[config.mk]
export PLATFORM = sky130hd
export DESIGN_NAME = i2cm_master
export DESIGN_NICKNAME = d
export VERILOG_FILES = /design/src/rtl/i2cm_pkg.sv /design/src/rtl/i2cm_halfper.sv /design/src/rtl/i2cm_busmon.sv /design/src/rtl/i2cm_master.sv
export SDC_FILE = /design/constraint.sdc
export NUM_CORES = 1
export LEC_CHECK = 0
export ABC_AREA = 1
export BUFFER_PORTS_ARGS = -buffer_cell sky130_fd_sc_hd__buf_4
export CELL_PAD_IN_SITES_DETAIL_PLACEMENT = 1
export CELL_PAD_IN_SITES_GLOBAL_PLACEMENT = 2
export CORE_ASPECT_RATIO = 1.5
export CORE_UTILIZATION = 31
export DETAILED_ROUTE_END_ITERATION = 10
export PLACE_DENSITY = 0.82
export SLEW_MARGIN = 0
export SYNTH_ARGS = -nofsm -noshare
export SYNTH_HDL_FRONTEND = slang
export SYNTH_HIERARCHICAL = 1
export SYNTH_SLANG_ARGS = --single-unit
[constraint.sdc]
create_clock -name clk -period 2.2 [get_ports clk]
set_input_delay 0.22 -clock clk [delete_from_list [all_inputs] [get_ports clk]]
set_output_delay 0.22 -clock clk [all_outputs]
set_load 0.005 [all_outputs]
[src/rtl/i2cm_pkg.sv]
package i2cm_pkg;

    typedef enum logic [3:0] {
        ST_IDLE,
        ST_START_A,
        ST_START_B,
        ST_HOLD,
        ST_BIT_LO,
        ST_BIT_HI,
        ST_ACK_LO,
        ST_ACK_HI,
        ST_STOP_A,
        ST_STOP_B,
        ST_STOP_C
    } i2cm_state_e;

endpackage

[src/rtl/i2cm_halfper.sv]
// Half-period timer: tick is high in the last clock of a phase that lasts
// limit+1 clocks; restart starts a new phase.
module i2cm_halfper #(
    parameter int SCW = 8
) (
    input  logic           clk,
    input  logic           rst_n,
    input  logic           restart,
    input  logic [SCW-1:0] limit,
    output logic           tick
);

    logic [SCW-1:0] cnt_q;

    assign tick = (cnt_q == limit);

    always_ff @(posedge clk or negedge rst_n) begin
        if (!rst_n)
            cnt_q <= '0;
        else if (restart || tick)
            cnt_q <= '0;
        else
            cnt_q <= cnt_q + 1'b1;
    end

endmodule

[src/rtl/i2cm_busmon.sv]
// Bus-free monitor: a START on the lines marks the bus busy, a STOP frees it.
module i2cm_busmon (
    input  logic clk,
    input  logic rst_n,
    input  logic en,
    input  logic scl_in,
    input  logic sda_in,
    output logic busy
);

    logic scl_q, sda_q;
    logic start_seen, stop_seen;

    assign start_seen = scl_q && scl_in && sda_q && !sda_in;
    assign stop_seen  = scl_q && scl_in && !sda_q && sda_in;

    always_ff @(posedge clk or negedge rst_n) begin
        if (!rst_n) begin
            scl_q <= 1'b1;
            sda_q <= 1'b1;
            busy  <= 1'b0;
        end else begin
            scl_q <= scl_in;
            sda_q <= sda_in;
            if (!en || stop_seen)
                busy <= 1'b0;
            else if (start_seen)
                busy <= 1'b1;
        end
    end

endmodule

[src/rtl/i2cm_master.sv]
module i2cm_master
    import i2cm_pkg::*;
#(
    parameter int DW  = 8,
    parameter int SCW = 8
) (
    input  logic           clk,
    input  logic           rst_n,
    input  logic           en,
    input  logic           master_sel,
    input  logic           rx_mode,
    input  logic           last_byte,
    input  logic           start_set,
    input  logic           stop_set,
    input  logic [SCW-1:0] scaler,
    input  logic [DW-1:0]  wr_data,
    input  logic           wr_strobe,
    input  logic           scl_in,
    input  logic           sda_in,
    output logic           scl_oe,
    output logic           sda_oe,
    output logic           start_flag,
    output logic           stop_flag,
    output logic           byte_done,
    output logic           ack_bit,
    output logic [DW-1:0]  rx_byte
);

    localparam int              BCW      = (DW > 1) ? $clog2(DW) : 1;
    localparam logic [BCW-1:0]  LAST_BIT = BCW'(DW - 1);

    i2cm_state_e    state_q, state_d;
    logic           tick, busy, active;
    logic           hold_go, bit_end, ack_end, start_end, stop_end;
    logic [DW-1:0]  shreg_q;
    logic [BCW-1:0] bitcnt_q;
    logic           dir_q, last_q, done_q, ack_q;

    assign active    = en && master_sel;
    assign hold_go   = active && (state_q == ST_HOLD) && wr_strobe;
    assign bit_end   = active && (state_q == ST_BIT_HI) && tick;
    assign ack_end   = active && (state_q == ST_ACK_HI) && tick;
    assign start_end = active && (state_q == ST_START_B) && tick;
    assign stop_end  = active && (state_q == ST_STOP_C) && tick;

    i2cm_halfper #(.SCW(SCW)) u_timer (
        .clk     (clk),
        .rst_n   (rst_n),
        .restart (state_d != state_q),
        .limit   (scaler),
        .tick    (tick)
    );

    i2cm_busmon u_mon (
        .clk    (clk),
        .rst_n  (rst_n),
        .en     (en),
        .scl_in (scl_in),
        .sda_in (sda_in),
        .busy   (busy)
    );

    // Next-state logic
    always_comb begin
        state_d = state_q;
        if (!active) begin
            state_d = ST_IDLE;
        end else begin
            unique case (state_q)
                ST_IDLE:    if (start_flag && !busy) state_d = ST_START_A;
                ST_START_A: if (tick) state_d = ST_START_B;
                ST_START_B: if (tick) state_d = ST_HOLD;
                ST_HOLD: begin
                    if (wr_strobe)      state_d = ST_BIT_LO;
                    else if (stop_flag) state_d = ST_STOP_A;
                end
                ST_BIT_LO:  if (tick) state_d = ST_BIT_HI;
                ST_BIT_HI:  if (tick) state_d = (bitcnt_q == LAST_BIT) ? ST_ACK_LO : ST_BIT_LO;
                ST_ACK_LO:  if (tick) state_d = ST_ACK_HI;
                ST_ACK_HI:  if (tick) state_d = ST_HOLD;
                ST_STOP_A:  if (tick) state_d = ST_STOP_B;
                ST_STOP_B:  if (tick) state_d = ST_STOP_C;
                ST_STOP_C:  if (tick) state_d = ST_IDLE;
                default:    state_d = ST_IDLE;
            endcase
        end
    end

    // State register
    always_ff @(posedge clk or negedge rst_n) begin
        if (!rst_n) state_q <= ST_IDLE;
        else        state_q <= state_d;
    end

    // Request flags and datapath
    always_ff @(posedge clk or negedge rst_n) begin
        if (!rst_n) begin
            start_flag <= 1'b0;
            stop_flag  <= 1'b0;
            shreg_q    <= '0;
            bitcnt_q   <= '0;
            dir_q      <= 1'b0;
            last_q     <= 1'b0;
            done_q     <= 1'b0;
            ack_q      <= 1'b1;
        end else begin
            if (!en)            start_flag <= 1'b0;
            else if (start_set) start_flag <= 1'b1;
            else if (stop_end)  start_flag <= 1'b0;

            if (!en)            stop_flag <= 1'b0;
            else if (stop_set)  stop_flag <= 1'b1;
            else if (start_end) stop_flag <= 1'b0;

            done_q <= ack_end;

            if (hold_go) begin
                shreg_q  <= wr_data;
                bitcnt_q <= '0;
                dir_q    <= rx_mode;
            end else if (bit_end) begin
                shreg_q  <= {shreg_q[DW-2:0], sda_in};
                bitcnt_q <= bitcnt_q + 1'b1;
                if (bitcnt_q == LAST_BIT) last_q <= last_byte;
            end

            if (ack_end && !dir_q) ack_q <= sda_in;
        end
    end

    // Line drive per state
    always_comb begin
        scl_oe = 1'b0;
        sda_oe = 1'b0;
        unique case (state_q)
            ST_IDLE, ST_STOP_C: ;
            ST_START_A, ST_STOP_B:    sda_oe = 1'b1;
            ST_START_B, ST_STOP_A: begin
                scl_oe = 1'b1;
                sda_oe = 1'b1;
            end
            ST_HOLD:   scl_oe = 1'b1;
            ST_BIT_LO: begin
                scl_oe = 1'b1;
                sda_oe = !dir_q && !shreg_q[DW-1];
            end
            ST_BIT_HI: sda_oe = !dir_q && !shreg_q[DW-1];
            ST_ACK_LO: begin
                scl_oe = 1'b1;
                sda_oe = dir_q && !last_q;
            end
            ST_ACK_HI: sda_oe = dir_q && !last_q;
            default: ;
        endcase
    end

    assign byte_done = done_q;
    assign ack_bit   = ack_q;
    assign rx_byte   = shreg_q;

endmodule

Yosys cells after proc, flatten, opt, wreduce, memory -nomap -nowiden
Cells that the tools add are included.
{ "classes": {"div": 0, "eq_ne": 15, "mul": 0, "bitwise": 1, "muxes": 29, "n_shift": 0, "magnitude_cmp": 0, "n_addsub": 2, "n_reduce_logical": 38} }
{ "ops": {"columns": ["op", "n"], "rows": [
  ["4-bit 2-to-1 mux", 12],
  ["4-bit case mux with 10 select lines", 1],
  ["8-bit 2-to-1 mux", 3],
  ["1-bit logical AND", 20],
  ["4-bit by 3-bit == test with 1-bit output (second input constant)", 4],
  ["4-bit == test (second input constant)", 3],
  ["1-bit 2-to-1 mux", 9],
  ["8-bit by 1-bit adder with 8-bit output (second input constant)", 1],
  ["4-bit by 2-bit == test with 1-bit output (second input constant)", 2],
  ["8-bit == test", 1],
  ["1-bit logical NOT", 7],
  ["3-bit 2-to-1 mux", 2],
  ["3-bit by 1-bit inequality test with 1-bit output (second input constant)", 2],
  ["2-bit OR reduction", 3],
  ["5-bit OR reduction", 1],
  ["4-bit by 1-bit == test with 1-bit output (second input constant)", 1],
  ["4-bit logical NOT", 1],
  ["4-bit inequality test", 1],
  ["2-bit nonzero test", 2],
  ["4-bit OR reduction", 1],
  ["3-bit by 1-bit adder with 3-bit output (second input constant)", 1],
  ["3-bit == test (second input constant)", 1],
  ["1-bit case mux with 3 select lines", 1],
  ["3-bit AND reduction", 1],
  ["3 further kinds", 4]
]} }
{ "totals": {"mem_count": 0, "ram_bits": 0, "mem_bits_ro": 0, "in_bits": 27, "regBits": 32, "latch_bits": 0, "output_inout_bits": 14} }

Depth between registers and ports, before layout
Gate-level depths: netlist of the first run.
{ "depth": {"word_depth": 8, "ltp_mapped": 21, "mapped_depth_nobuf": 21} }

Modules after synthesis
The synthesis of the first run kept the hierarchy.
{ "modules_own_cells": {"columns": ["mod", "seq_area_each_um2", "area_per_inst_um2", "n_inst", "cells_per_inst"], "rows": [
  ["i2cm_master", 526.8, 1358.8, 1, 173],
  ["i2cm_halfper", 200.2, 514.2, 1, 71],
  ["i2cm_busmon", 77.6, 115.1, 1, 13]
]} }

Least setup slack after synthesis of the first run
OpenSTA, ideal clock, no wires.
{ "synth_timing": {"kind": "reg-to-reg", "from": "register u_timer.cnt_q[5]", "to": "register u_timer.cnt_q[0]", "arrival_time_ps": 1785, "period_less_slack_ps": 1856, "path_buffers": 0, "path_stages_with_launch": 22, "slack_ps": 344, "cell_sequence": "dfrtp_1 inv_1 nand2_1 nand2_1 nand2_1 nor2_1 nand2_2 inv_1 inv_1 nor2_1 nor2_1 nand2_1 nand2_1 nor2_1 nand3_1 nand2_1 nand2_1 nand2_1 nand2_1 inv_1 nand2_4 nor2_1"} }
{ "synth_via": {"elab_chain_cells": 7, "elab_cells_between_ends": 14, "classes_between": "eq/ne: 2; mux: 11; reduce/logical: 1"} }
{ "synth_lines": {"columns": ["item", "line", "text"], "rows": [
  ["from (decl)", "i2cm_halfper.sv:13", "logic [SCW-1:0] cnt_q;"],
  ["from (signal assigned)", "i2cm_halfper.sv:23", "cnt_q <= cnt_q + 1'b1;"],
  ["8-bit == test (*)", "i2cm_halfper.sv:15", "assign tick = (cnt_q == limit);"],
  ["net tick", "i2cm_master.sv:33", "logic tick, busy, active;"],
  ["4-bit 2-to-1 mux (tied with other cells)", "i2cm_master.sv:83", "ST_STOP_C: if (tick) state_d = ST_IDLE;"],
  ["4-bit case mux with 10 select lines", "i2cm_master.sv:69", "unique case (state_q)"],
  ["4-bit 2-to-1 mux", "i2cm_master.sv:66", "if (!active) begin"],
  ["4-bit inequality test", "i2cm_master.sv:49", ".restart (state_d != state_q),"],
  ["1-bit logical OR (*)", "i2cm_halfper.sv:20", "else if (restart || tick)"],
  ["8-bit 2-to-1 mux (*)", "i2cm_halfper.sv:20", null]
]} }
Mark *: on every way through the listed nets, which the timed path passes. The rest lies on a longest branch.
A chain may end at the register's enable or synchronous reset.

Worst setup path after layout of the first run
Same ends and word-level chain as after synthesis.

==> results of run 1 <==
[logic make-up after synthesis]
family | Yosys count | synth area share [%]
buffers and inverters | 46 | 9.44
adders and majority gates | 3 | 1.89
AOI/OAI and AO/OA | 26 | 9.69
DFF | 32 | 40.5
and+or+nand+nor | 142 | 35.0
xor gates and xnor gates | 8 | 3.52
[cells in the final DEF (no fill, tap or decap)]
cell,count
o21ai_0,5
clkinv_2,1
inv_1,30
a31oi_1,1
o221ai_2,3
o211ai_2,1
xnor2_1,5
ha_1,3
inv_4,3
buf_4,57
nand2_8,1
nand2_1,73
dfrtp_2,1
nor2_2,9
a22oi_1,1
xor2_1,3
inv_2,10
clkinvlp_4,1
o21a_1,2
a22o_1,2
nor2_1,21
nand3_1,12
nor2_8,2
clkbuf_1,1
o221ai_1,1
nand2_4,1
o21ai_1,4
o211ai_1,2
nand3_2,5
clkbuf_8,5
a21oi_1,4
dfstp_2,3
nor3_2,2
dfrtp_1,28
nor2_4,7
nand2_2,8
nand3_4,1
dlygate4sd3_1,1
[area by class of cell]
cell class	instances	area [um2]
fillers	777	3530
multi-input cells	179	1060
flip-flops and latches	32	806
repair buffers	58	438
inverters	43	169
well taps	74	92.6
clock buffers	6	72.6
clock inverters	2	12.5
[registers in the layout, summed over array words and instances, names as in the netlist]
signal and count:
rx_byte 8, dir_q 1, stop_flag 1, state_q 4, ack_bit 1, byte_done 1
last_q 1, u_mon/sda_q 1, u_timer/cnt_q 8, u_mon/busy 1, start_flag 1, bitcnt_q 3
u_mon/scl_q 1
[worst min path at each step]
stage | depth (start not counted) | endpoint | slack (ns)
6_report | 1 | u_mon/scl_q | 0.04
2_1_floorplan | 0 | bitcnt_q[0] | -0.08
3_3_place_gp | 1 | bitcnt_q[2] | 0.19
4_1_cts | 1 | u_mon/scl_q | 0.04
3_5_place_dp | 1 | bitcnt_q[0] | 0.19
5_1_grt | 1 | u_mon/scl_q | 0.03
[layer usage]
metal	up-vias	global-route usage (%)	wire [um]
met2	36	34.2	2960
met1	875	16.0	1810
met4	0	7.04	122
met5	-	0	0
met3	8	3.18	181
li1	926	-	-
[timing repair]
item / CTS / global route
buffers inserted: 7 / 7
resized for setup: 3 / 21
endpoints found under the setup margin: 8 / 9
hold buffers: 1 / 0
endpoints found under the hold margin: 29 / 0
pin swaps: 3 / 12
[power by group through the flow]
| stage | sequential [uW] | combinational [uW] | clock [uW] |
|---|---|---|---|
| after global placement | 699 | 252 | 0 |
| after CTS | 689 | 265 | 465 |
| after floorplan | 688 | 166 | 0 |
| after global routing | 687 | 392 | 490 |
| after detailed placement | 700 | 258 | 0 |
| final | 680 | 342 | 453 |
[per-stage QoR]
stage | std cells | hold slack [ns] | area [um2] | util [%]
CTS | 387 | 0.0375 | 2530 | 41.0
finish | 394 | 0.0389 | 2650 | 42.9
global placement | 371 | 0.192 | 2380 | 38.6
global route | 394 | 0.0331 | 2650 | 42.9
floorplan | 257 | -0.0756 | 1990 | -
detailed placement | 371 | 0.190 | 2380 | 38.6
[critical path: stages (launching register included)]
cell	delay, ns
dfrtp_1	0.40
inv_2	0.08
nand2_1	0.06
nand2_1	0.06
nand2_1	0.06
nor2_2	0.16
nand2_2	0.09
inv_2	0.09
buf_4	0.11
nor2_1	0.05
nand3_2	0.08
nand2_1	0.05
nor2_1	0.11
nand3_2	0.12
nand2_2	0.08
nand2_1	0.05
nand2_1	0.06
nand2_1	0.06
inv_2	0.09
nand2_8	0.09
nor2_4	0.10
==> run summary, run 1 <==
CP endpoint kind -> flop
sequential share of power -> 46.1%
Pre-antenna DRT Iters -> 4
ANT cells -> 0
Max Slew Vio Count -> 0
R2R Setup Slk -> 0.07 ns
die width -> 67.4 um
DR vias -> 1,845
PwrDens -> 557 nW/um2
run status -> finished, final reports clean
number of synthesized flops with an enable pin -> 0
Least-Margin Pin Slew -> 0.413 ns
Synth Cell Area -> 1990 um2
Layout Nets -> 349
GP Congestion -> 0.776
Crit Path Class -> flop to flop
LEAKAGE -> 0.00143 uW
Cell Rows -> 35
Hold WC Path Type -> input port to flop
global-route wire length before repair -> 8610 um
CP Launch Type -> flop
P_int -> 1030 uW
DPL Wire Length -> 4030 um
WP data arrival -> 2.35 ns
DR iter-0 viols -> 14
Sw Ratio -> 30.3%
Mapped Cells -> 257
IO Port Bufs -> 40
CTS tree -> built
unrepaired setup endpoints after global routing -> yes
Starting Density -> 32.2%
setup TNS -> 0 ns
Area contributors post-synth -> dfrtp_1 (37%), nand2_1 (14%), inv_1 (6.6%)
drt via density -> 4.68
TritonCTS Buffers -> 5
Max clock buf depth -> 2
combinational power share -> 23.2%
Clk pwr share -> 30.7%
# IOs -> 41
Die ar. -> 6740 um2
final WL -> 5080 um
total power -> 1470 uW
synth-to-layout area growth -> 33.2%
most frequent cell after synthesis -> nand2_1
reg2reg end -> u_timer/cnt_q[0]
origin of the critical flop-to-flop path -> u_timer/cnt_q[5]
GRT Total Usage -> 17.1%
share of post-route cells with drive strength above 1 -> 37.8%
Die Y -> 100 um
post-synthesis sequential area ratio -> 40.5%
grt total ovfl -> 0
Min-Delay Startpoint -> scl_in
distinct cell type count after synthesis -> 32
ANT nets after route -> 0
Clock Sinks -> 32
Final setup viols -> 0
vias in the first global route -> 1,947
CP endpoint -> u_timer/cnt_q[0]
register clock-pin slew on the reported worst setup and hold paths -> 0.07 ns
initial antenna violation count -> 0
Core ar. -> 6170 um2
Synthesis Warnings -> 6
number of remaining DRC errors -> 0
fin crit share -> 96.7%
worst reg2reg path depth -> 20
clock latency on the worst-skew pair -> 0.29 ns
syn_nets -> 287
CP max FO -> 8
Place WS -> -0.148 ns
largest net degree at the start of global routing -> 33
switching pwr -> 447 uW
maxcap violations -> 0
Top FF cell, synth -> dfrtp_1
Synth top area share -> 36.5%
Yosys reg bits -> 32
Clock Skews -> 0.00861 ns
Root Driver -> clkbuf_8
Final Hold Fails -> 0
asr flop ratio synth -> 100%
Syn Area/Cell -> 7.74 um2
leading area contributor after synthesis -> dfrtp_1
top cells by count, synth -> nand2_1 (74), inv_1 (35), nor2_1 (31)
Peak VDD IR -> 0.000248 V
DR WL/cell -> 12.9 um
Critical Path Start -> u_timer/cnt_q[5]
CP required -> 2.43 ns
Worst slew margin -> 72.5%
Period minus WS final -> 2.13 ns
max frequency -> 0.470 GHz
H-Tree Depth -> 2
worst setup margin -> 0.0737 ns
Power figures use the tool's default switching activity.
==> run 2, diff against run 1 <==
Settings changed: CAP_MARGIN from default to 20, CTS_BUF_LIST from default to sky130_fd_sc_hd__clkbuf_4 sky130_fd_sc_hd__clkbuf_8 sky130_fd_sc_hd__clkbuf_16.
==> run 2 against run 1 <==
  * Register-to-register slack about the same
  * Clock-buffer cell count unchanged
  * Wire length unchanged
  * Critical path depth unchanged
  * Total power up 0.84%
  * Critical path type unchanged
==> run summary, run 2 (synthesis gave the netlist of run 1 again) <==
CP endpoint kind -> flop
DPL Wire Length -> 4030 um
Worst slew margin -> 72.5%
# IOs -> 41
final WL -> 5080 um
Crit Path Class -> flop to flop
max frequency -> 0.470 GHz
synth-to-layout area growth -> 33.4%
Layout Nets -> 349
Pre-antenna DRT Iters -> 4
fin crit share -> 96.7%
maxcap violations -> 0
DR iter-0 viols -> 14
share of post-route cells with drive strength above 1 -> 38.1%
register clock-pin slew on the reported worst setup and hold paths -> 0.07 ns
Root Driver -> clkbuf_8
PwrDens -> 561 nW/um2
IO Port Bufs -> 40
vias in the first global route -> 1,947
unrepaired setup endpoints after global routing -> yes
Util after Layout -> 42.9%
Critical Path Start -> u_timer/cnt_q[5]
LEAKAGE -> 0.00143 uW
grt total ovfl -> 0
Die Y -> 100 um
TritonCTS Buffers -> 5
DR vias -> 1,845
CP required -> 2.43 ns
clock latency on the worst-skew pair -> 0.29 ns
run status -> finished, final reports clean
commonest non-fill, non-tap cells in the layout -> nand2_1 (73), buf_4 (57), inv_1 (30)
combinational power share -> 23.0%
WP data arrival -> 2.35 ns
Clock Skews -> 0.00871 ns
P_int -> 1040 uW
CTS tree -> built
sequential share of power -> 45.7%
ANT cells -> 0
Max clock buf depth -> 2
Final setup viols -> 0
drt via density -> 4.68
GRT Total Usage -> 17.1%
switching pwr -> 448 uW
origin of the critical flop-to-flop path -> u_timer/cnt_q[5]
CP max FO -> 8
Hold WC Path Type -> input port to flop
Core ar. -> 6170 um2
Least-Margin Pin Slew -> 0.413 ns
setup TNS -> 0 ns
die width -> 67.4 um
Min-Delay Startpoint -> scl_in
Die ar. -> 6740 um2
hold slack -> 0.0389 ns
number of remaining DRC errors -> 0
Max Slew Vio Count -> 0
Clock Sinks -> 32
Peak VDD IR -> 0.000249 V
DR WL/cell -> 12.9 um
GP Congestion -> 0.776
initial antenna violation count -> 0
Period minus WS final -> 2.13 ns
Clk pwr share -> 31.3%
Inst Count DP -> 371
Final Hold Fails -> 0
Sw Ratio -> 30.1%
Starting Density -> 32.2%
final non-filler cell total -> 394
H-Tree Depth -> 2
largest net degree at the start of global routing -> 33
global-route wire length before repair -> 8610 um
Cell Rows -> 35
commonest non-fill, non-tap cell in the layout -> nand2_1
ANT nets after route -> 0
CP Launch Type -> flop
-- run 2: cell counts in the layout (fill, tap and decap cells not counted) --
Identical to the previous run, type by type.
-- run 2: worst max-delay path, stage by stage (launching register included) --
cell and delay (ns):
dfrtp_1 0.40, inv_2 0.08, nand2_1 0.06, nand2_1 0.06, nand2_1 0.06, nor2_2 0.16
nand2_2 0.09, inv_2 0.09, buf_4 0.11, nor2_1 0.05, nand3_2 0.08, nand2_1 0.05
nor2_1 0.11, nand3_2 0.12, nand2_2 0.08, nand2_1 0.05, nand2_1 0.06, nand2_1 0.06
inv_2 0.09, nand2_8 0.09, nor2_4 0.10
-- run 2: final cells by class --
| type | count | area (um2) |
|---|---|---|
| clock inverter | 2 | 12.5 |
| inverter | 43 | 169 |
| tap | 74 | 92.6 |
| sequential | 32 | 806 |
| fill | 775 | 3520 |
| timing repair buffer | 58 | 438 |
| clock buffer | 6 | 76.3 |
| multi-input combinational | 179 | 1060 |
-- run 2: per-stage QoR --
step / area, um2 / setup slack [ns] / total power (uW)
after detailed placement: 2380 / -0.148 / 958
after global routing: 2650 / -0.124 / 1580
after floorplan: 1990 / 0.344 / 854
after CTS: 2540 / 0.0156 / 1430
after global placement: 2380 / -0.0881 / 951
final: 2650 / 0.0737 / 1490
-- run 2: layer usage --
metal  share of wire (%)  track usage [%]  wire (um)
met2                  58             34.2       2960
met1                  36             16.0       1810
met5                   0                0          0
met4                 2.4             7.04        122
met3                 3.6             3.18        181
-- run 2: repair_timing --
item | in CTS | in global routing
buffers inserted | 7 | 7
hold buffers | 1 | 0
endpoints found under the setup margin | 8 | 9
pin swaps | 3 | 12
resized for setup | 3 | 21
endpoints found under the hold margin | 29 | 0
-- run 2: power groups by stage --
stage / registers (uW) / logic [uW] / clock network [uW]
final: 680 / 342 / 465
after global routing: 687 / 392 / 503
after CTS: 689 / 265 / 478
after detailed placement: 700 / 258 / 0
after global placement: 699 / 252 / 0
after floorplan: 688 / 166 / 0
-- run 2: final timing paths --
kind	to	slack (ns)	depth (start not counted)
max	u_timer/cnt_q[0]	0.07	20
min	u_mon/scl_q	0.04	1
max reg2reg	u_timer/cnt_q[0]	0.07	20
min reg2reg	ack_bit	0.49	2
max in group asynchronous	u_mon/scl_q	1.47	2
min in group asynchronous	rx_byte[6]	0.40	2
==> run 3, diff against run 2 <==
Settings changed: REMOVE_ABC_BUFFERS from default to 1.
==> run 3 against run 2 <==
  * Clock-buffer cell count grew 1
  * Cell count down 2.0%
  * Flip-flop and latch count did not move
  * Setup slack better by 0.077 ns
  * Global-route usage shrank 0.15 points
  * Total power decreased by 0.45%
  * Non-clock buffer count down 8
  * Sequential share of layout area is 0.68 points higher
  * Via count fell by 2.2%
  * Largest cell class unchanged
  * Highest routed layer unchanged
==> run summary, run 3 (synthesis gave the netlist of run 1 again) <==
Peak VDD IR -> 0.000294 V
register clock-pin slew on the reported worst setup and hold paths -> 0.06 ns
reg2reg end -> u_timer/cnt_q[1]
synth-to-layout area growth -> 30.6%
Period minus WS final -> 2.05 ns
share of post-route cells with drive strength above 1 -> 36.9%
total power -> 1480 uW
grt total ovfl -> 0
die width -> 67.4 um
commonest non-fill, non-tap cell in the layout -> nand2_1
WP data arrival -> 2.28 ns
Starting Density -> 32.2%
setup TNS -> 0 ns
GP Congestion -> 0.800
LEAKAGE -> 0.00139 uW
maxcap violations -> 0
Clock Skews -> 0.00428 ns
CP endpoint kind -> flop
DR vias -> 1,804
IO Port Bufs -> 40
Inst Count DP -> 372
Least-Margin Pin Slew -> 0.442 ns
global-route wire length before repair -> 8330 um
ANT nets after route -> 0
Final Hold Fails -> 0
ANT cells -> 0
unrepaired setup endpoints after global routing -> yes
Sw Ratio -> 30.0%
Critical Path Start -> u_timer/cnt_q[0]
Die Y -> 100 um
initial antenna violation count -> 0
combinational power share -> 21.7%
max frequency -> 0.488 GHz
Max clock buf depth -> 2
CP required -> 2.43 ns
DPL Wire Length -> 4010 um
DR iter-0 viols -> 11
worst reg2reg path depth -> 21
origin of the critical flop-to-flop path -> u_timer/cnt_q[0]
Pre-antenna DRT Iters -> 3
Place WS -> -0.0993 ns
Clk pwr share -> 31.9%
CP max FO -> 8
run status -> finished, final reports clean
commonest non-fill, non-tap cells in the layout -> nand2_1 (70), buf_4 (49), inv_1 (31)
number of remaining DRC errors -> 0
Core ar. -> 6170 um2
Max Slew Vio Count -> 0
DR WL/cell -> 12.9 um
Clock Sinks -> 32
vias in the first global route -> 1,827
Cell Rows -> 35
dpl cell area -> 2390 um2
Crit Path Class -> flop to flop
TritonCTS Buffers -> 5
final non-filler cell total -> 386
Die ar. -> 6740 um2
final WL -> 4980 um
fin crit share -> 93.2%
PwrDens -> 570 nW/um2
R2R Setup Slk -> 0.15 ns
P_int -> 1040 uW
CP endpoint -> u_timer/cnt_q[1]
# IOs -> 41
largest net degree at the start of global routing -> 33
H-Tree Depth -> 2
CTS tree -> built
Fillers -> 777
Final setup viols -> 0
switching pwr -> 444 uW
worst setup margin -> 0.151 ns
GRT Total Usage -> 17.0%
Layout Nets -> 341
Root Driver -> clkbuf_8
CP Launch Type -> flop
clock latency on the worst-skew pair -> 0.29 ns
Hold WC Path Type -> input port to flop
sequential share of power -> 46.4%
drt via density -> 4.67
design area -> 2600 um2
Worst slew margin -> 70.4%
## run 3: cell types whose count changed in the layout (fill, tap and decap cells not counted), sizes merged
cell | previous run | this run
clkbuf | 6 | 7
buf | 57 | 49
clkinvlp | 1 | 0
## run 3: power by group through the flow
stage	clock, uW	combinational [uW]	sequential (uW)
after floorplan	0	165	689
after global placement	0	271	690
after detailed placement	0	280	692
after CTS	490	285	682
after global routing	515	362	694
final	472	322	687
## run 3: worst max-delay path, stage by stage, from the launching register on
cell     delay, ns
dfrtp_2       0.45
inv_1         0.07
nand2_1       0.05
nand2_1       0.05
nand2_1       0.05
nor2_2        0.11
nand2_2       0.07
inv_2         0.10
inv_4         0.05
nor2_2        0.08
nor2_1        0.04
nand2_1       0.06
nand2_1       0.05
nor2_1        0.09
nand3_1       0.11
nand2_2       0.10
nand2_2       0.05
nand2_2       0.06
nand2_2       0.05
inv_2         0.09
nand2_8       0.10
nor2_4        0.10
## run 3: metal layers
layer	wire (um)	up-vias	global-route usage [%]	share of wire [%]
met5	0	-	0	0
met4	165	0	9.00	3.3
met3	161	12	3.64	3.2
met2	2890	38	32.2	58
met1	1760	848	16.2	35
li1	-	906	-	-
## run 3: layout make-up
type	instances	area, um2	area share (%)
Multi-Input combinational cell	179	1060	40.9
Sequential cell	32	807	31.1
Timing Repair Buffer	50	378	14.5
Inverter	43	169	6.50
Tap cell	74	92.6	3.56
Clock buffer	7	83.8	3.23
Clock inverter	1	5.00	0.193
## run 3: how the worst min path moves through the flow
stage | slack, ns | to | from | cells after the start
floorplan | -0.08 | bitcnt_q[0] | rst_n | 0
global placement | 0.19 | bitcnt_q[1] | rst_n | 1
detailed placement | 0.19 | bitcnt_q[1] | rst_n | 1
CTS | 0.04 | u_mon/scl_q | scl_in | 1
global route | 0.03 | u_mon/scl_q | scl_in | 1
finish | 0.04 | u_mon/scl_q | scl_in | 1
## run 3: repair_timing
item	in CTS	in global routing
endpoints found under the hold margin	29	0
endpoints found under the setup margin	8	9
gates resized for setup	4	22
hold buffers	1	0
pin swaps	1	5
setup buffers	1	4
## run 3: stage by stage
| step | hold slack (ns) | utilization, % |
|---|---|---|
| 2_1_floorplan | -0.0756 | - |
| 3_3_place_gp | 0.190 | 38.7 |
| 3_5_place_dp | 0.195 | 38.7 |
| 4_1_cts | 0.0367 | 40.5 |
| 5_1_grt | 0.0291 | 42.1 |
| 6_report | 0.0428 | 42.1 |
